<file path="src/rtl/fpm_pkg.sv">
package fpm_pkg;
  typedef enum logic [2:0] {
    CLS_ZERO,
    CLS_SUB,
    CLS_NORM,
    CLS_INF,
    CLS_QNAN,
    CLS_SNAN
  } fp_class_e;
endpackage

</file>
<file path="src/rtl/fpm_unpack.sv">
module fpm_unpack
  import fpm_pkg::*;
#(
  parameter int EXP_W  = 8,
  parameter int FRAC_W = 23,
  parameter int XW     = EXP_W + 3
) (
  input  logic [EXP_W+FRAC_W:0]  op,
  output logic                   sign,
  output fp_class_e              cls,
  output logic [FRAC_W:0]        sig,
  output logic signed [XW-1:0]   exp_s
);
  localparam int SW  = FRAC_W + 1;
  localparam int LZW = $clog2(SW + 1);

  logic [EXP_W-1:0]  expf;
  logic [FRAC_W-1:0] frac;
  logic [SW-1:0]     raw;
  logic [LZW-1:0]    lz;
  logic              hit;
  logic [XW-1:0]     e_base;

  assign sign = op[EXP_W+FRAC_W];
  assign expf = op[EXP_W+FRAC_W-1:FRAC_W];
  assign frac = op[FRAC_W-1:0];
  assign raw  = {(expf != '0), frac};

  always_comb begin
    if (expf == '1) begin
      if (frac == '0)          cls = CLS_INF;
      else if (frac[FRAC_W-1]) cls = CLS_QNAN;
      else                     cls = CLS_SNAN;
    end else if (expf == '0) begin
      cls = (frac == '0) ? CLS_ZERO : CLS_SUB;
    end else begin
      cls = CLS_NORM;
    end
  end

  // leading-zero count of the significand for subnormal normalisation
  always_comb begin
    lz  = '0;
    hit = 1'b0;
    for (int i = SW - 1; i >= 0; i--) begin
      if (!hit) begin
        if (raw[i]) hit = 1'b1;
        else        lz  = lz + 1'b1;
      end
    end
  end

  assign sig    = raw << lz;
  assign e_base = (expf == '0) ? XW'(1) : XW'(expf);
  assign exp_s  = e_base - XW'(lz);
endmodule

</file>
<file path="src/rtl/fpm_sigmul.sv">
module fpm_sigmul #(
  parameter int SW   = 24,
  parameter int XW   = 11,
  parameter int BIAS = 127
) (
  input  logic [SW-1:0]          sig_a,
  input  logic [SW-1:0]          sig_b,
  input  logic signed [XW-1:0]   exp_a,
  input  logic signed [XW-1:0]   exp_b,
  output logic [2*SW-1:0]        prod_norm,
  output logic signed [XW-1:0]   exp_r
);
  localparam int PW = 2 * SW;

  logic [PW-1:0] prod;
  logic          top;

  assign prod      = PW'(sig_a) * PW'(sig_b);
  assign top       = prod[PW-1];
  assign prod_norm = top ? prod : {prod[PW-2:0], 1'b0};
  assign exp_r     = exp_a + exp_b - XW'(BIAS) + XW'(top);
endmodule

</file>
<file path="src/rtl/fpm_round.sv">
module fpm_round #(
  parameter int EXP_W  = 8,
  parameter int FRAC_W = 23,
  parameter int XW     = EXP_W + 3
) (
  input  logic                        sign,
  input  logic [2*(FRAC_W+1)-1:0]     prod,
  input  logic signed [XW-1:0]        exp_r,
  output logic [EXP_W+FRAC_W:0]       bits,
  output logic                        ovf,
  output logic                        inexact,
  output logic                        unf
);
  localparam int SW  = FRAC_W + 1;
  localparam int PW  = 2 * SW;
  localparam int EXW = 2 * PW;
  localparam logic signed [XW-1:0] ONE_S   = XW'(1);
  localparam logic signed [XW-1:0] MAXSH_S = XW'(SW + 2);
  localparam logic signed [XW-1:0] EMAX_S  = XW'((1 << EXP_W) - 1);

  logic signed [XW-1:0] sh_s;
  logic [XW-1:0]        sh;
  logic [EXW-1:0]       ext;
  logic [SW-1:0]        kept;
  logic                 guard, sticky, inc, lost;
  logic [SW:0]          rnd;
  logic signed [XW-1:0] e_eff, e_fin;
  logic [FRAC_W-1:0]    frac;

  // right shift into the subnormal range, capped once all bits reach sticky
  always_comb begin
    if (exp_r < ONE_S) begin
      sh_s  = ONE_S - exp_r;
      e_eff = ONE_S;
    end else begin
      sh_s  = '0;
      e_eff = exp_r;
    end
    sh = (sh_s > MAXSH_S) ? MAXSH_S : sh_s;
  end

  assign ext    = {prod, {PW{1'b0}}} >> sh;
  assign kept   = ext[EXW-1 -: SW];
  assign guard  = ext[EXW-SW-1];
  assign sticky = |ext[EXW-SW-2:0];
  assign lost   = guard | sticky;
  assign inc    = guard & (sticky | kept[0]);
  assign rnd    = {1'b0, kept} + (SW+1)'(inc);

  always_comb begin
    if (rnd[SW]) begin
      e_fin = e_eff + ONE_S;
      frac  = '0;
    end else if (rnd[SW-1]) begin
      e_fin = e_eff;
      frac  = rnd[FRAC_W-1:0];
    end else begin
      e_fin = '0;
      frac  = rnd[FRAC_W-1:0];
    end
  end

  always_comb begin
    ovf     = (e_fin >= EMAX_S);
    inexact = lost | ovf;
    unf     = lost && (e_fin == '0) && (frac != '0);
    if (ovf) bits = {sign, {EXP_W{1'b1}}, {FRAC_W{1'b0}}};
    else     bits = {sign, e_fin[EXP_W-1:0], frac};
  end
endmodule

</file>
<file path="src/rtl/fpm_mul32.sv">
module fpm_mul32
  import fpm_pkg::*;
#(
  parameter int EXP_W  = 8,
  parameter int FRAC_W = 23
) (
  input  logic [EXP_W+FRAC_W:0] op_a,
  input  logic [EXP_W+FRAC_W:0] op_b,
  output logic [EXP_W+FRAC_W:0] result,
  output logic                  flag_invalid,
  output logic                  flag_divzero,
  output logic                  flag_overflow,
  output logic                  flag_underflow,
  output logic                  flag_inexact
);
  localparam int W    = EXP_W + FRAC_W + 1;
  localparam int SW   = FRAC_W + 1;
  localparam int XW   = EXP_W + 3;
  localparam int BIAS = (1 << (EXP_W - 1)) - 1;
  localparam logic [W-1:0] QNAN = {1'b0, {EXP_W{1'b1}}, 1'b1, {(FRAC_W-1){1'b0}}};

  logic [W-1:0]         ops   [2];
  logic                 sgn   [2];
  fp_class_e            cls   [2];
  logic [SW-1:0]        sig   [2];
  logic signed [XW-1:0] exps  [2];

  assign ops[0] = op_a;
  assign ops[1] = op_b;

  for (genvar g = 0; g < 2; g++) begin : g_unp
    fpm_unpack #(.EXP_W(EXP_W), .FRAC_W(FRAC_W), .XW(XW)) u_unp (
      .op    (ops[g]),
      .sign  (sgn[g]),
      .cls   (cls[g]),
      .sig   (sig[g]),
      .exp_s (exps[g])
    );
  end

  logic [2*SW-1:0]      prod_norm;
  logic signed [XW-1:0] exp_r;
  logic                 p_sign;
  logic [W-1:0]         rnd_bits;
  logic                 r_ovf, r_nx, r_unf;

  assign p_sign = sgn[0] ^ sgn[1];

  fpm_sigmul #(.SW(SW), .XW(XW), .BIAS(BIAS)) u_sigmul (
    .sig_a     (sig[0]),
    .sig_b     (sig[1]),
    .exp_a     (exps[0]),
    .exp_b     (exps[1]),
    .prod_norm (prod_norm),
    .exp_r     (exp_r)
  );

  fpm_round #(.EXP_W(EXP_W), .FRAC_W(FRAC_W), .XW(XW)) u_round (
    .sign    (p_sign),
    .prod    (prod_norm),
    .exp_r   (exp_r),
    .bits    (rnd_bits),
    .ovf     (r_ovf),
    .inexact (r_nx),
    .unf     (r_unf)
  );

  logic any_snan, any_nan, any_inf, any_zero;

  assign any_snan = (cls[0] == CLS_SNAN) || (cls[1] == CLS_SNAN);
  assign any_nan  = any_snan || (cls[0] == CLS_QNAN) || (cls[1] == CLS_QNAN);
  assign any_inf  = (cls[0] == CLS_INF) || (cls[1] == CLS_INF);
  assign any_zero = (cls[0] == CLS_ZERO) || (cls[1] == CLS_ZERO);

  assign flag_divzero = 1'b0;

  always_comb begin
    result         = rnd_bits;
    flag_invalid   = 1'b0;
    flag_overflow  = 1'b0;
    flag_underflow = 1'b0;
    flag_inexact   = 1'b0;
    if (any_nan) begin
      result       = QNAN;
      flag_invalid = any_snan;
    end else if (any_inf && any_zero) begin
      result       = QNAN;
      flag_invalid = 1'b1;
    end else if (any_inf) begin
      result = {p_sign, {EXP_W{1'b1}}, {FRAC_W{1'b0}}};
    end else if (any_zero) begin
      result = {p_sign, {(W-1){1'b0}}};
    end else begin
      flag_overflow  = r_ovf;
      flag_underflow = r_unf;
      flag_inexact   = r_nx;
    end
  end
endmodule

</file>
<file path="config.mk">
export PLATFORM = sky130hd
export DESIGN_NAME = fpm_mul32
export DESIGN_NICKNAME = d
export VERILOG_FILES = /design/src/rtl/fpm_pkg.sv /design/src/rtl/fpm_unpack.sv /design/src/rtl/fpm_sigmul.sv /design/src/rtl/fpm_round.sv /design/src/rtl/fpm_mul32.sv
export SDC_FILE = /design/constraint.sdc
export NUM_CORES = 2
export LEC_CHECK = 0
export ABC_AREA = 1
export BUFFER_PORTS_ARGS = -buffer_cell sky130_fd_sc_hd__buf_2
export CAP_MARGIN = 20
export CORE_ASPECT_RATIO = 1.75
export CORE_UTILIZATION = 44
export DETAILED_ROUTE_END_ITERATION = 12
export GPL_ROUTABILITY_DRIVEN = 0
export PLACE_DENSITY = 0.68
export SYNTH_ARGS = -nofsm -noshare
export SYNTH_HDL_FRONTEND = slang
export SYNTH_SLANG_ARGS = --single-unit
</file>
<file path="constraint.sdc">
create_clock -name vclk -period 103.5
set_input_delay 25.875 -clock vclk [all_inputs]
set_output_delay 25.875 -clock vclk [all_outputs]
set_load 0.02 [all_outputs]
</file>
==> results.sh <==
export IMPL_routed_wl_mm=109.7
export IMPL_synth_top_cell_area_share_pct=30.08
export IMPL_register_area_um2=0
export IMPL_cts_hold_fix_buffers=0
export IMPL_row_count=132
export IMPL_finalMaxSlewViolations=0
export IMPL_io_pins=101
export IMPL_antenna_found_initial=2
export IMPL_setup_ws_ns=25.56
export IMPL_dp_hpwl_mm=90.00
export IMPL_worstPathArrival_ns=52.06
export IMPL_drt_met1_wl_mm=36.19
export IMPL_post_cts_resize_count=0
export IMPL_nets=5705
export IMPL_drive_gt1_share_pct=11.46
export IMPL_synth_common_cells="nand2_1 (1,215), inv_1 (923), nor2_1 (562)"
export IMPL_grt_ovfl_total=0
export IMPL_ys_seq_area_share_pct=0
export IMPL_drv_cap=0
export IMPL_dr_first_iter_drc_count=2096
export IMPL_tns_ns=0
export IMPL_grt_pass1_wl_mm=174.5
export IMPL_cts_setup_buffers=0
export IMPL_fillerInstances=7744
export IMPL_io_buffers=100
export IMPL_initial_core_util_pct=44.43
export IMPL_crit_fanout=52
export IMPL_grt_pass1_vias=32640
export IMPL_fin_cells=5851
export IMPL_dr_wl_met3_mm=7.194
export IMPL_min_from="op_a[31]"
export IMPL_hold_class="input port to output pin"
export IMPL_netlist_top_cells_area="fa_1 (30%), nand2_1 (14%), inv_1 (11%)"
export IMPL_wl_met2_mm=55.79
export IMPL_fmax_mhz=12.83
export IMPL_vias_per_cell=5.417
export IMPL_maxSlewHeadroom_pct=27.90
export IMPL_ant_nets=0
export IMPL_core_area_um2=73990
export IMPL_status="complete, no violations"
export IMPL_die_y_um=363.6
export IMPL_syn_area_per_cell_um2=6.670
export IMPL_vias=31690
export IMPL_yosys_area_top_type="fa_1"
export IMPL_synth_most_common_cell="nand2_1"
export IMPL_seq_cells=0
export IMPL_path_class="input port to output pin"
export IMPL_layout_min_cycle_time_ns=77.94
export IMPL_clkbuf_count=0
export IMPL_crit_required_ns=77.63
export IMPL_crit_top_cell="nand2_1"
export IMPL_grt_max_degree=70
export IMPL_chipWidth_um=208.6
export IMPL_route_detailed_drc=0
export IMPL_rsz0062_at_grt="no"
export IMPL_multi_input_comb_area_um2=27980
export IMPL_startpoint_type="input port"
export IMPL_fin_crit_sh_pct=75.30
export IMPL_firstDrtPassIters=5
export IMPL_track_usage_pct=29.46
export IMPL_max_stage_delay_ns=0.73
export IMPL_critPathBufInv=30
export IMPL_die_area_um2=75860
export IMPL_synth_fp_nets=5720
export IMPL_crit_slowest_cell="nand2_1"
export IMPL_crit_path_start="op_a[27]"
export IMPL_final_setup_viol_count=0
export IMPL_worst_pin_slew_ns=1.079
export IMPL_synth_cells=4929
export IMPL_pre_cts_ws_ns=25.38
export IMPL_ys_warnings_count=0
export IMPL_critical_path_top_delay_family="simple AND/OR/NAND/NOR gates"
export IMPL_place_inst=5849
export IMPL_endpoint_kind="output pin"
export IMPL_maxUsedRoutingLayer="met5"
export IMPL_syn2layout_area_growth_pct=3.341
export IMPL_synthesis_area_um2=32880
export IMPL_hold_violations=0
export IMPL_wl_per_cell_um=18.74
export IMPL_synthDistinctLibCells=84
final cells by class:
class	count	area share [%]
multi-input cells	3732	82.34
inverters	1025	11.45
well taps	938	3.455
repair buffers	155	2.747
diodes	1	0.007366
routing by layer:
metal	GRT usage [%]	up-vias
li1	-	14960
met1	29.60	14970
met2	54.75	1270
met3	3.912	490
met4	22.77	2
met5	0	-
worst paths after layout:
check | slack, ns | cells past startpoint | end
hold / removal | 52.12 | 5 | result[31]
setup / recovery | 25.56 | 152 | result[8]
cell families after synthesis:
family | after synthesis | synth area share, %
adder cells (fa/ha/maj) | 727 | 38.95
buffers and inverters | 1197 | 15.03
AND/OR/NAND/NOR | 2339 | 32.62
AO/OA/AOI/OAI | 536 | 9.659
multiplexers | 27 | 0.8259
XOR/XNOR | 102 | 2.912
other | 1 | 0.01141
per-stage QoR:
step	instance area, um^2	util, %	hold slack, ns
after global placement	33940	45.88	52.11
after floorplan	32880	-	51.93
final	33970	45.92	52.12
after global routing	33970	45.91	52.16
after CTS	33940	45.88	52.13
after detailed placement	33940	45.88	52.13
cells in the final DEF, fill, tap and decap left out, types with 36 or more instances in the layout:
cell,count
fa_1,494
xor2_1,69
buf_4,54
o21ai_0,224
nand3_2,36
nand2_1,1215
buf_2,100
nand4_1,45
ha_1,233
nand2_2,74
nor2_4,48
inv_1,923
a21oi_1,99
nor2_1,558
inv_2,73
o21ai_1,65
nand3_1,204
